[src/rtl/evchan_pkg.sv]
package evchan_pkg;

    typedef enum logic [1:0] {
        PATH_ASYNC  = 2'b00,
        PATH_SYNC   = 2'b01,
        PATH_RESYNC = 2'b10
    } path_e;

    typedef enum logic [1:0] {
        REG_SWEVT   = 2'd0,
        REG_ENSET   = 2'd1,
        REG_ENCLR   = 2'd2,
        REG_FLAGCLR = 2'd3
    } reg_addr_e;

    typedef struct packed {
        logic evt;
        logic busy;
        logic ready;
        logic ovr_set;
        logic det_set;
    } ch_status_t;

    // Unused code 2'b11 falls back to the single-register path.
    function automatic path_e path_decode(input logic [1:0] code);
        case (code)
            2'b00:   return PATH_ASYNC;
            2'b10:   return PATH_RESYNC;
            default: return PATH_SYNC;
        endcase
    endfunction

    function automatic logic path_tracked(input path_e p);
        return p != PATH_ASYNC;
    endfunction

endpackage

[src/rtl/evchan_regif.sv]
module evchan_regif
    import evchan_pkg::*;
#(
    parameter int NUM_CH = 2,
    localparam int REG_W = 2 * NUM_CH
) (
    input  logic              wr_en,
    input  logic [1:0]        wr_addr,
    input  logic [REG_W-1:0]  wr_data,
    output logic [NUM_CH-1:0] sw_evt,
    output logic [REG_W-1:0]  en_set,
    output logic [REG_W-1:0]  en_clr,
    output logic [REG_W-1:0]  flag_clr
);

    reg_addr_e addr;
    assign addr = reg_addr_e'(wr_addr);

    always_comb begin
        sw_evt   = '0;
        en_set   = '0;
        en_clr   = '0;
        flag_clr = '0;
        if (wr_en) begin
            unique case (addr)
                REG_SWEVT:   sw_evt   = wr_data[NUM_CH-1:0];
                REG_ENSET:   en_set   = wr_data;
                REG_ENCLR:   en_clr   = wr_data;
                REG_FLAGCLR: flag_clr = wr_data;
            endcase
        end
    end

endmodule

[src/rtl/evchan_path.sv]
module evchan_path
    import evchan_pkg::*;
#(
    parameter int NUM_GEN = 4,
    parameter int NUM_USR = 3,
    parameter int SEL_W   = 2
) (
    input  logic               clk,
    input  logic               rst,
    input  logic [NUM_GEN-1:0] gen_evt,
    input  logic [SEL_W-1:0]   gen_sel,
    input  logic [1:0]         path_code,
    input  logic               sw_evt,
    input  logic [NUM_USR-1:0] usr_conn,
    input  logic [NUM_USR-1:0] usr_ready,
    input  logic [NUM_USR-1:0] usr_ack,
    output ch_status_t         st
);

    localparam logic [SEL_W:0] GEN_LIM = (SEL_W + 1)'(NUM_GEN);
    localparam int SYNC_DEPTH = 3;

    path_e               mode;
    logic                gen_hit;
    logic                raw;
    logic                cand;
    logic                busy;
    logic                accept;
    logic                overrun;
    logic                evt_q;
    logic [SYNC_DEPTH-1:0] sync_q;
    logic [NUM_USR-1:0]  pend_q;

    assign mode    = path_decode(path_code);
    assign gen_hit = ({1'b0, gen_sel} < GEN_LIM) ? gen_evt[gen_sel] : 1'b0;
    assign raw     = gen_hit | sw_evt;

    // Candidate event seen by the tracking logic, per path flavour.
    always_comb begin
        case (mode)
            PATH_SYNC:   cand = raw;
            PATH_RESYNC: cand = sync_q[1] & ~sync_q[2];
            default:     cand = 1'b0;
        endcase
    end

    assign busy    = |pend_q;
    assign accept  = cand & ~busy;
    assign overrun = cand & busy;

    always_ff @(posedge clk) begin
        if (rst) begin
            sync_q <= '0;
            evt_q  <= 1'b0;
            pend_q <= '0;
        end else begin
            sync_q <= {sync_q[SYNC_DEPTH-2:0], raw};
            evt_q  <= accept;
            if (accept) begin
                pend_q <= usr_conn;
            end else begin
                pend_q <= pend_q & ~usr_ack;
            end
        end
    end

    always_comb begin
        st         = '0;
        st.evt     = (mode == PATH_ASYNC) ? raw : evt_q;
        st.busy    = busy;
        st.ready   = path_tracked(mode) & (&(usr_ready | ~usr_conn));
        st.ovr_set = overrun;
        st.det_set = accept;
    end

    AST_SYNC_LATENCY: assert property (@(posedge clk) disable iff (rst)
        (mode == PATH_SYNC && raw && !busy) |=> evt_q);

    AST_RESYNC_SINGLE: assert property (@(posedge clk) disable iff (rst)
        (mode == PATH_RESYNC && $stable(mode) && evt_q) |=> !evt_q);

    AST_BUSY_RELEASE: assert property (@(posedge clk) disable iff (rst)
        (busy && ((pend_q & ~usr_ack) == '0)) |=> !busy);

    AST_DROP_WHILE_BUSY: assert property (@(posedge clk) disable iff (rst)
        (path_tracked(mode) && busy) |=> !evt_q);

endmodule

[src/rtl/evchan_irq.sv]
module evchan_irq #(
    parameter int REG_W = 4
) (
    input  logic             clk,
    input  logic             rst,
    input  logic [REG_W-1:0] set_v,
    input  logic [REG_W-1:0] flag_clr,
    input  logic [REG_W-1:0] en_set,
    input  logic [REG_W-1:0] en_clr,
    output logic [REG_W-1:0] flag_q,
    output logic [REG_W-1:0] en_q,
    output logic             irq
);

    always_ff @(posedge clk) begin
        if (rst) begin
            flag_q <= '0;
            en_q   <= '0;
        end else begin
            flag_q <= (flag_q & ~flag_clr) | set_v;
            en_q   <= (en_q | en_set) & ~en_clr;
        end
    end

    assign irq = |(flag_q & en_q);

    AST_SET_WINS: assert property (@(posedge clk) disable iff (rst)
        (set_v != '0) |=> ((flag_q & $past(set_v)) == $past(set_v)));

    AST_FLAG_HOLD: assert property (@(posedge clk) disable iff (rst)
        (set_v == '0 && flag_clr == '0) |=> (flag_q == $past(flag_q)));

    AST_EN_SET: assert property (@(posedge clk) disable iff (rst)
        (en_set != '0 && en_clr == '0) |=> ((en_q & $past(en_set)) == $past(en_set)));

    AST_EN_CLR: assert property (@(posedge clk) disable iff (rst)
        (en_clr != '0) |=> ((en_q & $past(en_clr)) == '0));

endmodule

[src/rtl/evchan_ctrl.sv]
module evchan_ctrl
    import evchan_pkg::*;
#(
    parameter int NUM_CH  = 2,
    parameter int NUM_GEN = 4,
    parameter int NUM_USR = 3,
    localparam int SEL_W  = (NUM_GEN > 1) ? $clog2(NUM_GEN) : 1,
    localparam int REG_W  = 2 * NUM_CH
) (
    input  logic                       clk,
    input  logic                       rst,
    input  logic [NUM_GEN-1:0]         gen_evt,
    input  logic [NUM_CH*SEL_W-1:0]    ch_gen_sel,
    input  logic [2*NUM_CH-1:0]        ch_path,
    input  logic [NUM_CH*NUM_USR-1:0]  usr_conn,
    input  logic [NUM_CH*NUM_USR-1:0]  usr_ready,
    input  logic [NUM_CH*NUM_USR-1:0]  usr_ack,
    input  logic                       wr_en,
    input  logic [1:0]                 wr_addr,
    input  logic [REG_W-1:0]           wr_data,
    output logic [NUM_CH-1:0]          evt_out,
    output logic [NUM_CH-1:0]          ch_busy,
    output logic [NUM_CH-1:0]          ch_ready,
    output logic [REG_W-1:0]           int_flag,
    output logic [REG_W-1:0]           int_en,
    output logic                       irq
);

    logic [NUM_CH-1:0] sw_evt;
    logic [REG_W-1:0]  en_set;
    logic [REG_W-1:0]  en_clr;
    logic [REG_W-1:0]  flag_clr;
    logic [NUM_CH-1:0] ovr_v;
    logic [NUM_CH-1:0] det_v;
    ch_status_t        st [NUM_CH];

    evchan_regif #(.NUM_CH(NUM_CH)) regif_i (
        .wr_en    (wr_en),
        .wr_addr  (wr_addr),
        .wr_data  (wr_data),
        .sw_evt   (sw_evt),
        .en_set   (en_set),
        .en_clr   (en_clr),
        .flag_clr (flag_clr)
    );

    for (genvar c = 0; c < NUM_CH; c++) begin : g_ch
        evchan_path #(
            .NUM_GEN (NUM_GEN),
            .NUM_USR (NUM_USR),
            .SEL_W   (SEL_W)
        ) path_i (
            .clk       (clk),
            .rst       (rst),
            .gen_evt   (gen_evt),
            .gen_sel   (ch_gen_sel[SEL_W*c +: SEL_W]),
            .path_code (ch_path[2*c +: 2]),
            .sw_evt    (sw_evt[c]),
            .usr_conn  (usr_conn[NUM_USR*c +: NUM_USR]),
            .usr_ready (usr_ready[NUM_USR*c +: NUM_USR]),
            .usr_ack   (usr_ack[NUM_USR*c +: NUM_USR]),
            .st        (st[c])
        );

        assign evt_out[c]  = st[c].evt;
        assign ch_busy[c]  = st[c].busy;
        assign ch_ready[c] = st[c].ready;
        assign ovr_v[c]    = st[c].ovr_set;
        assign det_v[c]    = st[c].det_set;

        AST_ASYNC_NO_DET: assert property (@(posedge clk) disable iff (rst)
            $rose(int_flag[NUM_CH+c]) |-> ($past(ch_path[2*c +: 2]) != 2'b00));
    end

    evchan_irq #(.REG_W(REG_W)) irq_i (
        .clk      (clk),
        .rst      (rst),
        .set_v    ({det_v, ovr_v}),
        .flag_clr (flag_clr),
        .en_set   (en_set),
        .en_clr   (en_clr),
        .flag_q   (int_flag),
        .en_q     (int_en),
        .irq      (irq)
    );

endmodule

[config.mk]
export PLATFORM = sky130hd
export DESIGN_NAME = evchan_ctrl
export DESIGN_NICKNAME = d
export VERILOG_FILES = /design/src/rtl/evchan_pkg.sv /design/src/rtl/evchan_regif.sv /design/src/rtl/evchan_path.sv /design/src/rtl/evchan_irq.sv /design/src/rtl/evchan_ctrl.sv
export SDC_FILE = /design/constraint.sdc
export NUM_CORES = 1
export LEC_CHECK = 0
export ABC_AREA = 1
export BUFFER_PORTS_ARGS = -buffer_cell sky130_fd_sc_hd__buf_2
export CAP_MARGIN = 5
export CORE_UTILIZATION = 48
export DETAILED_ROUTE_END_ITERATION = 10
export PLACE_DENSITY_LB_ADDON = 0.08
export SLEW_MARGIN = 5
export SYNTH_ARGS = -nofsm -noshare
export SYNTH_HDL_FRONTEND = slang
export SYNTH_SLANG_ARGS = --single-unit
[constraint.sdc]
create_clock -name clk -period 2.56 [get_ports clk]
set_input_delay 0.512 -clock clk [delete_from_list [all_inputs] [get_ports clk]]
set_output_delay 0.512 -clock clk [all_outputs]
set_load 0.02 [all_outputs]
==> results.ini, run 1 <==
[status]
status = completed

[worst_setup_path]
cp-end-kind = primary output
crit_fanout = 6
crit_required_ps = 2050
critPathKind = input port to primary output
worstPathArrival_ps = 1300
cp-start-kind = input port

[yosys]
synth-seq-cells = 22
ys_async_sr_fraction = 0
syn_area_sq_mm = 0.00110
synth_common_cells = 28 x nand2_1, 24 x nor2_1, 22 x dfxtp_1
netlist_instances = 155
synth_nets = 194
yosysTopAreaCell = dfxtp_1
yosys-top-cells-area = dfxtp_1 40%, nand2_1 9.6%, nor2_1 8.2%
synth_top_area_share = 0.401
syn_avg_cell_area_sq_um = 7.09
synth_cell_types = 21
synth-seq-area-share = 0.401
synth.most_common_cell = nand2_1
synth_top_flop_cell = dfxtp_1
ys.warnings.count = 0
synth_edf_count = 0

[clocking]
cts_buffers = 3
cts-hold-fix-buffers = 0
clk_latency_ps = 300
cts_sinks = 22
cts_resized = 0
htree_levels = 1
cts_tree = done
postCtsSetupRepairBufs = 0
cts.clk_slew.worst_paths_ps = 120
cts-root-buf = clkbuf_4
clock_path_buffers = 2

[sta]
tightest_slew_ps = 410
fin_crit_ps = 1810
slew_violations = 0
finalCritPeriodShare = 0.707
slew_headroom = 0.726
rsz0062_at_grt = no
tns_ps = 0
fmax_ghz = 0.552
hold_viol = 0
setup_viol = 0
clock_skew_ps = 10.2

[power]
ir_drop_mv = 0.522
p_leak_nw = 0.763
powerDensity_mw_per_mm2 = 575

[route]
wl_um = 2370
drc = 0
firstDrtPassIters = 4
post_drt_via_cell_ratio = 4.83
ant_nets = 0
drtIter0Drc = 13
wire_per_inst_um = 10.1
vias = 1134

[layout]
area_growth_pct = 30.0
fin_nets = 248
drive_gt1_frac = 0.361
n_antenna_cell = 0
utilization = 0.692
fillers = 195

[floorplan]
rows = 16
start_util = 0.533
fp.dieW_um = 49.8
die-area_sq_mm = 0.00248
core_sq_mm = 0.00206
io_pins = 54
die-height_um = 49.8

[global_route]
grt.total_usage = 0.210
grt_max_degree = 15
grt_pass1_wl_um = 4100
grt_pass1_vias = 1056
antenna_found_initial = 0
grt.overflow.total = 0

[placement]
dp_hpwl_um = 1910
place.gp.congestion = 0.873
port_buffers = 53

[worst_hold_path]
hold_path.class = register to register

[run]
drv_cap = 0

## cells in the final DEF (no fill, tap or decap), drive strengths merged
| cell type | netlist | final |
|---|---|---|
| dfxtp | 22 | 22 |
| clkbuf | 2 | 3 |
| a31oi | 2 | 2 |
| nand4 | 5 | 5 |
| nand3 | 6 | 6 |
| nand2 | 38 | 38 |
| o21ai | 8 | 8 |
| nand3b | 6 | 6 |
| buf | 2 | 53 |
| a21oi | 10 | 10 |
| inv | 23 | 23 |
| clkinv | 1 | 1 |
| bufinv | 0 | 1 |
| nor3 | 2 | 2 |
| nor2 | 24 | 24 |
| a211oi | 2 | 2 |
| o22ai | 2 | 2 |
## through the flow
stage	worst slack, ps	power, mW	cells	cell area (sq um)	hold slack [ps]
after CTS	745	0.831	235	1430	401
after detailed placement	751	0.572	231	1380	398
final	750	0.821	235	1430	403
after global placement	781	0.567	231	1380	392
after floorplan	883	0.508	155	1100	388
after global routing	634	0.872	235	1430	434
## where the power goes
group	leakage, nW	internal (mW)	switching, mW
sequential	0.180	0.365	0.0130
combinational	0.555	0.0727	0.113
clock	0.0279	0.158	0.0991
total	0.763	0.596	0.225
## critical path, cell delays in order
cell	delay, ps
buf_2	150
nand2_2	90
inv_2	60
nand2_1	60
nand2_2	80
inv_1	60
a21oi_1	110
buf_2	180
## flip-flops by register name, indices dropped and copies added, names as in the netlist
signal and flops:
g_ch.path_i.pend_q 6, g_ch.path_i.sync_q 6, irq_i.en_q 4, irq_i.flag_q 4, g_ch.path_i.evt_q 2
## metal layers
metal / GRT usage / vias to the layer above / wire, um
met5: 0 / - / 0
met4: 0.0524 / 0 / 0
met3: 0.0278 / 0 / 97
met2: 0.390 / 36 / 1180
met1: 0.252 / 496 / 1090
li1: - / 602 / -
## logic make-up after synthesis
family,Yosys count,synth area share
buffers and inverters,28,0.103
flip-flops,22,0.401
AND/OR/NAND/NOR,81,0.364
AO/OA/AOI/OAI,24,0.132
## final cells by class
type                       count  area, sq um  area share
timing repair buffer          53          265       0.186
multi-input combinational    105          546       0.382
inverter                      24         90.1      0.0631
clock buffer                   3         22.5      0.0158
sequential                    22          440       0.309
tap                           27         33.8      0.0237
clock inverter                 1         30.0      0.0210
## final timing paths
path                                  from                        to  slack, ps  depth (start not counted)
setup / recovery                     wr_en                evt_out[1]        750                          8
hold / removal    g_ch[0].path_i.sync_q[0]  g_ch[0].path_i.sync_q[1]        400                          2
setup reg to reg  g_ch[1].path_i.pend_q[0]           irq_i.flag_q[1]       1510                          4
hold reg to reg   g_ch[0].path_i.sync_q[0]  g_ch[0].path_i.sync_q[1]        400                          2
Note: power is estimated with default switching activity, not from simulation.
==> inputs of run 2 (changes only) <==
CORE_UTILIZATION = 40   (was 48)
clock period = 1.56 ns   (was 2.56 ns; I/O delays follow)
==> results.ini, run 2 (synthesis gave the netlist of run 1 again) <==
[clocking]
cts-hold-fix-buffers = 0
cts_buffers = 3
cts_tree = done
cts-root-buf = clkbuf_4
clock_path_buffers = 2
clk_latency_ps = 300
cts_sinks = 22
cts.clk_slew.worst_paths_ps = 120
htree_levels = 1

[placement]
port_buffers = 53
place.gp.congestion = 0.763
dpl_cell_area_sq_mm = 0.00139
dp_hpwl_um = 2000
dp.cells = 235

[layout]
final_cells = 239
n_antenna_cell = 0
drive_gt1_frac = 0.364
largestRegisters = g_ch.path_i.pend_q: 6 flops, g_ch.path_i.sync_q: 6 flops
layout_commonest_cell = buf_2
fin_area_sq_mm = 0.00142
final_cell_mix = 53 x buf_2, 28 x nand2_1, 24 x nor2_1
fin_nets = 250
area_growth_pct = 28.9

[route]
ant_nets = 0
firstDrtPassIters = 5
wl_um = 2480
post_drt_via_cell_ratio = 4.83
wire_per_inst_um = 10.4
drtIter0Drc = 29
drc = 0
vias = 1154

[power]
switching_share = 0.315
powerDensity_mw_per_mm2 = 843
internal-power_mw = 0.818
p_leak_nw = 0.758
pwr-share-comb = 0.266
pwr-share-clk = 0.214
ir_drop_mv = 0.599
pwr-share-seq = 0.520
p_switching_mw = 0.376

[global_route]
grt_max_degree = 15
grt_pass1_wl_um = 3820
grt.overflow.total = 0
antenna_found_initial = 0
grt_pass1_vias = 972
grt.total_usage = 0.180

[run]
drv_cap = 0

[worst_setup_path]
r2r_setup_slack_ps = 570
cp-end-kind = primary output
cp-start-kind = register
critPathKind = register to primary output
crit_fanout = 4
worstPathArrival_ps = 1160
crit_required_ps = 1250

[floorplan]
start_util = 0.432
io_pins = 54
die-area_sq_mm = 0.00296
fp.dieW_um = 54.4
rows = 18
die-height_um = 54.4
core_sq_mm = 0.00254

[worst_hold_path]
hold_path.class = input port to register

[sta]
fin_crit_ps = 1470
tns_ps = 0
slew_violations = 0
fmax_ghz = 0.682
slew_headroom = 0.735
tightest_slew_ps = 397
setup_viol = 0
clock_skew_ps = 2.74
holdWs_ps = 242
rsz0062_at_grt = no
finalCritPeriodShare = 0.941
hold_viol = 0

[status]
status = completed

[run 2: cell types whose count changed in the layout (fill, tap and decap cells not counted)]
cell       change
buf_4          +2
bufinv_16      -1
[run 2: layer usage]
metal | part of all wire | GRT usage
met2 | 0.47 | 0.305
met3 | 0.063 | 0.0500
met5 | 0 | 0
met1 | 0.46 | 0.221
met4 | 0.0040 | 0.0470
[run 2: layout make-up]
cell class | count | area [sq um]
Sequential cell | 22 | 440
Fill cell | 266 | 1130
Timing Repair Buffer | 55 | 280
Inverter | 24 | 90.1
Clock buffer | 3 | 22.5
Tap cell | 30 | 37.5
Multi-Input combinational cell | 105 | 546
[run 2: final timing paths]
| check | cells past startpoint | startpoint | endpoint |
|---|---|---|---|
| worst max-delay path | 3 | g_ch[0].path_i.pend_q[2] | ch_busy[0] |
| worst max register to register | 4 | g_ch[0].path_i.pend_q[2] | g_ch[0].path_i.pend_q[0] |
| worst min register to register | 2 | g_ch[1].path_i.sync_q[0] | g_ch[1].path_i.sync_q[1] |
| worst min-delay path | 3 | usr_ack[4] | g_ch[1].path_i.pend_q[1] |
[run 2: critical path: stages (launching register included)]
cell	delay (ps)
dfxtp_1	360
nor3_4	250
inv_1	80
buf_2	160
[run 2: power groups by stage]
| stage | clock network, mW | registers, mW | logic, mW |
|---|---|---|---|
| 6_report | 0.255 | 0.621 | 0.318 |
| 2_1_floorplan | 0 | 0.646 | 0.187 |
| 3_3_place_gp | 0 | 0.633 | 0.308 |
| 5_1_grt | 0.290 | 0.625 | 0.356 |
| 3_5_place_dp | 0 | 0.634 | 0.313 |
| 4_1_cts | 0.267 | 0.621 | 0.313 |
[run 2: metrics by stage]
| stage | utilization | worst slack (ps) | power (mW) |
|---|---|---|---|
| final | 0.557 | 92.7 | 1.19 |
| after CTS | 0.554 | 15.9 | 1.20 |
| after global placement | 0.545 | 183 | 0.941 |
| after detailed placement | 0.545 | 158 | 0.946 |
| after floorplan | - | 283 | 0.833 |
| after global routing | 0.557 | 27.5 | 1.27 |
[run 2: what timing repair did]
item,4_1_cts,5_1_grt
setup endpoints to repair,0,1
buffers inserted,0,1
gates resized for setup,0,0
==> inputs of run 3 (changes only) <==
BUFFER_PORTS_ARGS = not set   (was -buffer_cell sky130_fd_sc_hd__buf_2)
CORE_UTILIZATION = 50   (was 40)
DONT_BUFFER_PORTS = 1   (was not set)
REMOVE_ABC_BUFFERS = 1   (was not set)
==> results.ini, run 3 (synthesis gave the netlist of run 1 again) <==
[placement]
dp_hpwl_um = 1770
dpl_cell_area_sq_mm = 0.00115
place.gp.congestion = 0.866
dp_slack_ps = 286
port_buffers = 0

[clocking]
cts.clk_slew.worst_paths_ps = 120
htree_levels = 1
cts_resized = 0
cts_tree = done
cts-root-buf = clkbuf_4
clk_latency_ps = 310
cts_buffers = 3
clock_path_buffers = 2
postCtsSetupRepairBufs = 0
cts_sinks = 22
cts-hold-fix-buffers = 0

[route]
firstDrtPassIters = 2
wire_per_inst_um = 11.9
top_layer = met4
wl_met1_um = 981
ant_nets = 0
met3_length_um = 157
dr_wl_met2_um = 1050
drc = 0
post_drt_via_cell_ratio = 5.18
wl_um = 2230
vias = 968
drtIter0Drc = 10

[sta]
rsz0062_at_grt = no
setup_viol = 0
slew_headroom = 0.712
fin_crit_ps = 1470
tightest_slew_ps = 431
finalCritPeriodShare = 0.942
hold_viol = 0
fmax_ghz = 0.680
setup_ws_ps = 90.5
slew_violations = 0
tns_ps = 0
clock_skew_ps = 2.42

[power]
switching_share = 0.299
p_leak_nw = 0.556
powerDensity_mw_per_mm2 = 994
p_switching_mw = 0.352
ir_drop_mv = 0.577
internal-power_mw = 0.825
pwr-share-comb = 0.185
pwr-share-seq = 0.543
pwr-share-clk = 0.271

[layout]
seqCellArea_sq_um = 440
final_cell_mix = 28 x nand2_1, 24 x nor2_1, 22 x dfxtp_1
largestRegisters = g_ch.path_i.pend_q: 6 flops, g_ch.path_i.sync_q: 6 flops
drive_gt1_frac = 0.169
multi_input_area_sq_um = 546
fillers = 198
fin_area_sq_mm = 0.00118
fin_nets = 200
area_growth_pct = 7.75
layout_commonest_cell = nand2_1
n_antenna_cell = 0

[worst_setup_path]
crit_fanout = 6
worstPathArrival_ps = 1160
cp-end-kind = primary output
cp-start-kind = register
critPathKind = register to primary output
crit_required_ps = 1250
r2r_setup_slack_ps = 450

[floorplan]
core_sq_mm = 0.00202
die-height_um = 48.9
fp.dieW_um = 48.9
die-area_sq_mm = 0.00239
start_util = 0.543
rows = 16
io_pins = 54

[global_route]
grt_pass1_wl_um = 3960
grt_max_degree = 15
antenna_found_initial = 0
grt_pass1_vias = 998
grt.overflow.total = 0
grt.total_usage = 0.210

[worst_hold_path]
hold_path.class = input port to register

[status]
status = completed

[run]
drv_cap = 0

## run 3: changes by cell type in the layout (fill, tap and decap cells not counted)
cell,change
buf_4,+3
buf_2,-53
clkbuf_8,+1
## run 3: cell type report
type,count,area share
inverter,24,0.0761
timing repair buffer,5,0.0317
tap,27,0.0285
multi-input combinational,105,0.461
sequential,22,0.372
clock buffer,4,0.0307
## run 3: stage by stage
step / power (mW) / hold WS, ps / util / std cells
3_3_place_gp: 0.866 / 377 / 0.567 / 183
2_1_floorplan: 0.816 / 374 / - / 151
3_5_place_dp: 0.872 / 377 / 0.567 / 183
4_1_cts: 1.19 / 33.6 / 0.585 / 187
6_report: 1.18 / 40.3 / 0.585 / 187
5_1_grt: 1.24 / 21.4 / 0.585 / 187
## run 3: power by group through the flow
stage | registers (mW) | clock network, mW | logic (mW)
after floorplan | 0.646 | 0 | 0.171
after global placement | 0.651 | 0 | 0.215
after detailed placement | 0.652 | 0 | 0.219
after CTS | 0.640 | 0.327 | 0.220
after global routing | 0.644 | 0.350 | 0.249
final | 0.639 | 0.319 | 0.218
## run 3: layer usage
layer | up-vias | global-route usage
met2 | 36 | 0.366
li1 | 506 | -
met1 | 421 | 0.241
met5 | - | 0
met4 | 0 | 0.0931
met3 | 5 | 0.0498
## run 3: worst max-delay path, stage by stage (launching register included)
cell     delay [ps]
dfxtp_1         360
nor3_4          290
inv_1           200
## run 3: worst paths after layout
check | startpoint | end | cells past startpoint
max | g_ch[0].path_i.pend_q[1] | ch_busy[0] | 2
max reg2reg | g_ch[0].path_i.pend_q[1] | irq_i.flag_q[0] | 4
min | rst | irq_i.flag_q[0] | 1
min reg2reg | g_ch[1].path_i.sync_q[0] | g_ch[1].path_i.sync_q[1] | 2
